File: src/rtl/gpio_edge_irq.sv
module gpio_edge_irq #(
  parameter int NPINS = 32,
  parameter int AW    = 3,
  localparam int IW   = $clog2(NPINS)
) (
  input  logic             clk,
  input  logic             rst_n,
  input  logic [NPINS-1:0] pin_i,
  input  logic             wr_en,
  input  logic [AW-1:0]    wr_addr,
  input  logic [NPINS-1:0] wr_data,
  input  logic [AW-1:0]    rd_addr,
  output logic [NPINS-1:0] rd_data,
  output logic             irq_o,
  output logic             wake_o,
  output logic             first_vld_o,
  output logic [IW-1:0]    first_idx_o
);
  localparam logic [AW-1:0] A_RISE  = AW'(0);
  localparam logic [AW-1:0] A_FALL  = AW'(1);
  localparam logic [AW-1:0] A_WRISE = AW'(2);
  localparam logic [AW-1:0] A_WFALL = AW'(3);
  localparam logic [AW-1:0] A_STAT  = AW'(4);
  localparam logic [AW-1:0] A_ACK   = AW'(5);

  logic [NPINS-1:0] sync1, sync2, prev;
  logic [NPINS-1:0] rise_en, fall_en, wrise_en, wfall_en;
  logic [NPINS-1:0] pend, wpend;
  logic [NPINS-1:0] rise_ev, fall_ev, irq_hit, wake_hit, ack;

  assign rise_ev  = sync2 & ~prev;
  assign fall_ev  = ~sync2 & prev;
  assign irq_hit  = (rise_ev & rise_en) | (fall_ev & fall_en);
  assign wake_hit = (rise_ev & wrise_en) | (fall_ev & wfall_en);
  assign ack      = (wr_en && wr_addr == A_ACK) ? wr_data : '0;

  always_ff @(posedge clk or negedge rst_n) begin
    if (!rst_n) begin
      sync1    <= '0;
      sync2    <= '0;
      prev     <= '0;
      rise_en  <= '0;
      fall_en  <= '0;
      wrise_en <= '0;
      wfall_en <= '0;
      pend     <= '0;
      wpend    <= '0;
    end else begin
      sync1 <= pin_i;
      sync2 <= sync1;
      prev  <= sync2;
      pend  <= (pend & ~ack) | irq_hit | wake_hit;
      wpend <= (wpend & ~ack) | wake_hit;
      if (wr_en) begin
        case (wr_addr)
          A_RISE:  rise_en  <= wr_data;
          A_FALL:  fall_en  <= wr_data;
          A_WRISE: wrise_en <= wr_data;
          A_WFALL: wfall_en <= wr_data;
          default: ;
        endcase
      end
    end
  end

  always_comb begin
    case (rd_addr)
      A_RISE:  rd_data = rise_en;
      A_FALL:  rd_data = fall_en;
      A_WRISE: rd_data = wrise_en;
      A_WFALL: rd_data = wfall_en;
      A_STAT:  rd_data = pend;
      default: rd_data = '0;
    endcase
  end

  always_comb begin
    first_idx_o = '0;
    for (int i = NPINS - 1; i >= 0; i--)
      if (pend[i]) first_idx_o = IW'(i);
  end

  assign first_vld_o = |pend;
  assign irq_o       = |pend;
  assign wake_o      = |wpend;
endmodule


File: config.mk
export PLATFORM = sky130hd
export DESIGN_NAME = gpio_edge_irq
export DESIGN_NICKNAME = d
export VERILOG_FILES = /design/src/rtl/gpio_edge_irq.sv
export SDC_FILE = /design/constraint.sdc
export NUM_CORES = 1
export LEC_CHECK = 0
export BUFFER_PORTS_ARGS = -buffer_cell sky130_fd_sc_hd__buf_2
export CAP_MARGIN = 40
export CORE_MARGIN = 2
export CORE_UTILIZATION = 25
export CTS_CLUSTER_SIZE = 14
export DETAILED_ROUTE_END_ITERATION = 10
export PLACE_DENSITY = 0.5
export SLEW_MARGIN = 15
export SYNTH_ARGS = -nofsm -noshare
export SYNTH_HDL_FRONTEND = slang
export SYNTH_SLANG_ARGS = --single-unit
File: constraint.sdc
create_clock -name clk -period 2.4 [get_ports clk]
set_clock_uncertainty 0.05 [all_clocks]
set_input_delay 0.36 -clock clk [delete_from_list [all_inputs] [get_ports clk]]
set_output_delay 0.36 -clock clk [all_outputs]
set_load 0.005 [all_outputs]
After elaboration in Yosys (flattened, before gate mapping)
Cells that the tools add are included.
{ "word_totals": {"reg_bits": 288, "inputBits": 73, "out_inout_bits": 40} }
{ "op_classes": {"eq_ne": 8, "n_mux": 34, "bitwise": 16, "n_reduce_logical": 9} }
{ "op_table": {"columns": ["op", "n"], "rows": [
  ["bitwise AND 32 bit", 8],
  ["2-to-1 mux 5 bit", 32],
  ["bitwise OR 32 bit", 5],
  ["one-hot mux 32 bit (5 select lines)", 1],
  ["NOT 32 bit", 3],
  ["OR reduction 32 bit", 2],
  ["2-to-1 mux 32 bit", 1],
  ["equality test 3 x 2 -> 1 bit, second input constant", 4],
  ["AND reduction 2 bit", 4],
  ["equality test 3 x 1 -> 1 bit, second input constant", 2],
  ["equality test 3 bit, second input constant", 2],
  ["logical NOT 3 bit", 2],
  ["logical AND 1 bit", 1]
]} }

Depth between registers and ports, before layout
{ "logic_depth": {"depth_word": 32, "depth_mapped": 6, "mapped_depth_nobuf": 5} }

Least setup slack after synthesis
Ideal clock, no wire load.
{ "synth_path": {"path_type": "reg2out", "start": "reg pend[23]", "end": "out irq_o", "arrival_time_ps": 1501, "slack_ps": 489, "stages_incl_launch_ff": 5, "path_cell_list": "dfrtp_1 > or4_1 > nor3_1 > nand4_1 > buf_4"} }
{ "synth_via": {"elab_chain_cells": 1} }
{ "synth_lines": {"columns": ["item", "line_no", "rtl"], "rows": [
  ["start: declaration", "28", "logic [NPINS-1:0] pend, wpend;"],
  ["start signal: assignment", "52", "pend <= (pend & ~ack) | irq_hit | wake_hit;"],
  ["OR reduction 32 bit", null, null],
  ["end: declaration", "14", "output logic irq_o,"]
]} }
Every way passes these cells.

Final worst setup path
{ "layout_path": {"start": "reg pend[28]", "end": "out first_idx_o[0]"} }
{ "layout_via": {"elab_chain_cells": 29} }
{ "layout_lines": {"columns": ["item", "line_no", "rtl"], "rows": [
  ["2-to-1 mux 5 bit (29 in series)", "80", "if (pend[i]) first_idx_o = IW'(i);"],
  ["end: declaration", "17", "output logic [IW-1:0] first_idx_o"]
]} }
Every way passes these cells.

==> metrics.txt <==
run status finished with violations; failing checks negative setup slack; Req. time, crit path a little under 2000 ps; number of synthesized register bits about 290; first-pass GRT wire length roughly 55000 um; PwrDens just under 900 nW/um2; Worst R2R Path Depth 3; Total Routing Usage GR between 10% and 20%; Critical Path Max Stage Delay between 400 and 500 ps; die height 223.2 um; async set or reset register ratio after synthesis between 90% and 100%; Mapped Area around 12000 um2; filler cell count between 4k and 5k; # IOs 113; critical-path cell list nor3b_2 > nor3_2 > o31ai_2 > o2111ai_2 > a221oi_2 > buf_4 > buf_6; Final Hold Vio Count 0; hold endpoint fall_en[3]; post-route setup TNS -1324 ps; WL final 36340 um; area grow syn2layout 28.27%; Wirelength per Cell just over 20 um; clock-pin slew on the worst setup and hold paths about 60 ps; DRC viols 0; Gate power share 13.1%; DRT Pass-1 Iters 8; Placement Cell Area around 14000 um2; die width between 200 and 250 um; FP Rows 80; CP Capture Type primary output; layout cell share with drive strength beyond 1 about a third; internal power 9742 uW; sequential share of the synthesized area 59.99%; largest net degree at the start of global routing 65; TritonCTS clock tree built; worst vdd ir roughly 400 uV; Slew @ Worst Pin around 500 ps; Worst Slack Setup Final -284.0 ps; Hold WS 51.30 ps; Yosys warnings 0; Worst Hold Class in2reg; Period Utilization, post-route 111.8%; setup violators final 8; Data arrival, critical path around 2300 ps; initial core utilization between 20 and 30%; die area roughly 50000 um2; Pleak around 0.0065 uW; clock network power share 40.5%; clock root buffer clkbuf_16; sw frac between 20% and 30%; Skew-Pair Late Insertion Delay 550 ps; max cap viols 0; kind of critical path reg2out; fmax between 300 and 400 MHz; Routability Congestion approximately 0.8; Synth Flop Type dfrtp_1; syn_nets 1035; initial antenna violation count 6; EDFF count, synth 0; Tmin final 2684 ps; unrepaired setup endpoints after global routing true; post-route ant nets 0; worst hold stages 2; reg2reg start sync2[31]; min-delay src wr_data[3]; detailed placer's ending HPWL 23190 um; P_sw 3611 uW; Via Count about 8.7k; slowest CP cell dfrtp_1; post-place setup slack 68.85 ps; r2r setup slk 1230 ps; sequential power share a little under half; vias per inst ~5; post-synth cell types 43; initial DRC count just under 700; post-route cell area approximately 15000 um2; Max Slew Vio Count 0; gr ovfl total 0; clock buffer count from CTS 35; slew margin rel. slightly below 70%; PortBufs approximately 110; R2R Path End wpend[31]; core box area about 48000 um2; number of global-route vias before repair 8903; Final #Nets 1224; htree depth 2; CP max FO 4; Clock Path Buffers 3; Sink Count between 200 and 300; syn avg cell area 12.49 um2; post-synthesis cell count 962; Startpoint Class flop
[worst max-delay path: cells and delay by family, from the launching register on]
| kind | cells | cell delay, ps |
|---|---|---|
| compound gates | 3 | 740 |
| buf+inv | 2 | 280 |
| flops | 1 | 420 |
| simple gates | 2 | 300 |
[kinds of logic (layout without fill, tap and decap cells)]
family                 Yosys count  in the layout  share of synthesized area (%)
other                            0              2                              0
DFF                            288            288                          59.99
muxes                          160            160                          15.09
AOI/OAI and AO/OA              212            212                          12.13
buffers and inverters           79            293                          3.062
and+or+nand+nor                223            223                          9.727
[cells in the mapped netlist (2+ instances only)]
| library cell | count | share of area, % |
|---|---|---|
| a2111oi_0 | 2 | 0.15 |
| a21oi_1 | 7 | 0.29 |
| a221o_1 | 3 | 0.25 |
| a222oi_1 | 29 | 2.4 |
| a22oi_1 | 62 | 3.9 |
| buf_1 | 3 | 0.094 |
| buf_2 | 13 | 0.54 |
| buf_4 | 12 | 0.75 |
| clkbuf_1 | 12 | 0.37 |
| clkbuf_2 | 2 | 0.083 |
| dfrtp_1 | 288 | 60 |
| inv_1 | 36 | 1.1 |
| mux2_1 | 7 | 0.66 |
| mux2_2 | 152 | 14 |
| nand2_1 | 70 | 2.2 |
| nand3_1 | 31 | 1.3 |
| nand3b_1 | 3 | 0.19 |
| nand4_1 | 3 | 0.16 |
| nor2_1 | 20 | 0.62 |
| nor2b_1 | 61 | 3.2 |
| nor3_1 | 7 | 0.29 |
| nor3b_1 | 2 | 0.12 |
| nor4_1 | 15 | 0.78 |
| nor4bb_1 | 2 | 0.17 |
| o211ai_1 | 3 | 0.19 |
| o21ai_0 | 65 | 2.7 |
| o22ai_1 | 31 | 1.6 |
| o31ai_1 | 4 | 0.25 |
| or4_1 | 3 | 0.19 |
[placed cells by master (no fill, tap or decap), drive strengths merged, types with 4 or more instances in the layout]
master / instances
or4: 4
nand3: 31
buf: 162
o21ai: 65
dfrtp: 288
nand2: 70
a222oi: 29
a22oi: 62
mux2: 159
a21oi: 7
clkbuf: 49
o22ai: 31
o31ai: 4
nor4: 15
inv: 38
nor2: 20
nor2b: 61
dlygate4sd3: 33
nor3: 7
clkinv: 7
[routing by layer]
| metal | vias up | GRT usage, % | part of all wire [%] |
|---|---|---|---|
| met4 | 6 | 5.412 | 2.8 |
| met1 | 4409 | 19.60 | 44 |
| met3 | 76 | 3.819 | 7.0 |
| met2 | 287 | 22.88 | 46 |
| li1 | 3945 | - | - |
| met5 | - | 0 | 0.12 |
[stage by stage]
step | cells | utilization (%) | total power [uW]
2_1_floorplan | 962 | - | 7099
3_3_place_gp | 1683 | 28.60 | 7877
3_5_place_dp | 1683 | 28.60 | 7920
4_1_cts | 1788 | 32.23 | 13520
5_1_grt | 1792 | 32.41 | 14000
6_report | 1793 | 32.41 | 13350
[flip-flops by register name (all words and copies together) (netlist names)]
name and flops:
fall_en 32, pend 32, prev 32, rise_en 32, sync1 32, sync2 32
wfall_en 32, wpend 32, wrise_en 32
[worst max path at each step]
| stage | start | slack, ps | cells after the start | to |
|---|---|---|---|---|
| final | pend[28] | -280 | 7 | first_idx_o[0] |
| after global routing | pend[28] | -430 | 7 | first_idx_o[0] |
| after CTS | pend[28] | -370 | 7 | first_idx_o[0] |
| after detailed placement | pend[30] | 70 | 7 | first_idx_o[0] |
| after global placement | pend[30] | 140 | 7 | first_idx_o[0] |
| after floorplan | pend[23] | 490 | 4 | irq_o |
[timing repair]
action | CTS | global route
hold endpoints to repair | 81 | 0
resized for setup | 34 | 15
endpoints found under the setup margin | 8 | 8
hold buffers | 33 | 0
buffers inserted | 11 | 3
pin swaps | 17 | 11
[power groups by stage]
stage	registers, uW	logic, uW	clock network (uW)
floorplan	6030	1060	0
global placement	6240	1640	0
detailed placement	6250	1670	0
CTS	6180	1760	5580
global route	6290	1940	5770
finish	6200	1750	5400
[area by class of cell]
| type | instances | area, um2 | area share, % |
|---|---|---|---|
| multi-input combinational | 595 | 4653 | 30.20 |
| clock buffer | 49 | 1030 | 6.682 |
| antenna | 2 | 5.005 | 0.03248 |
| sequential | 288 | 7216 | 46.83 |
| timing repair buffer | 195 | 1463 | 9.492 |
| tap | 615 | 769.5 | 4.993 |
| clock inverter | 13 | 138.9 | 0.9013 |
| inverter | 36 | 135.1 | 0.8769 |
Note: power is estimated with default switching activity, not from simulation.
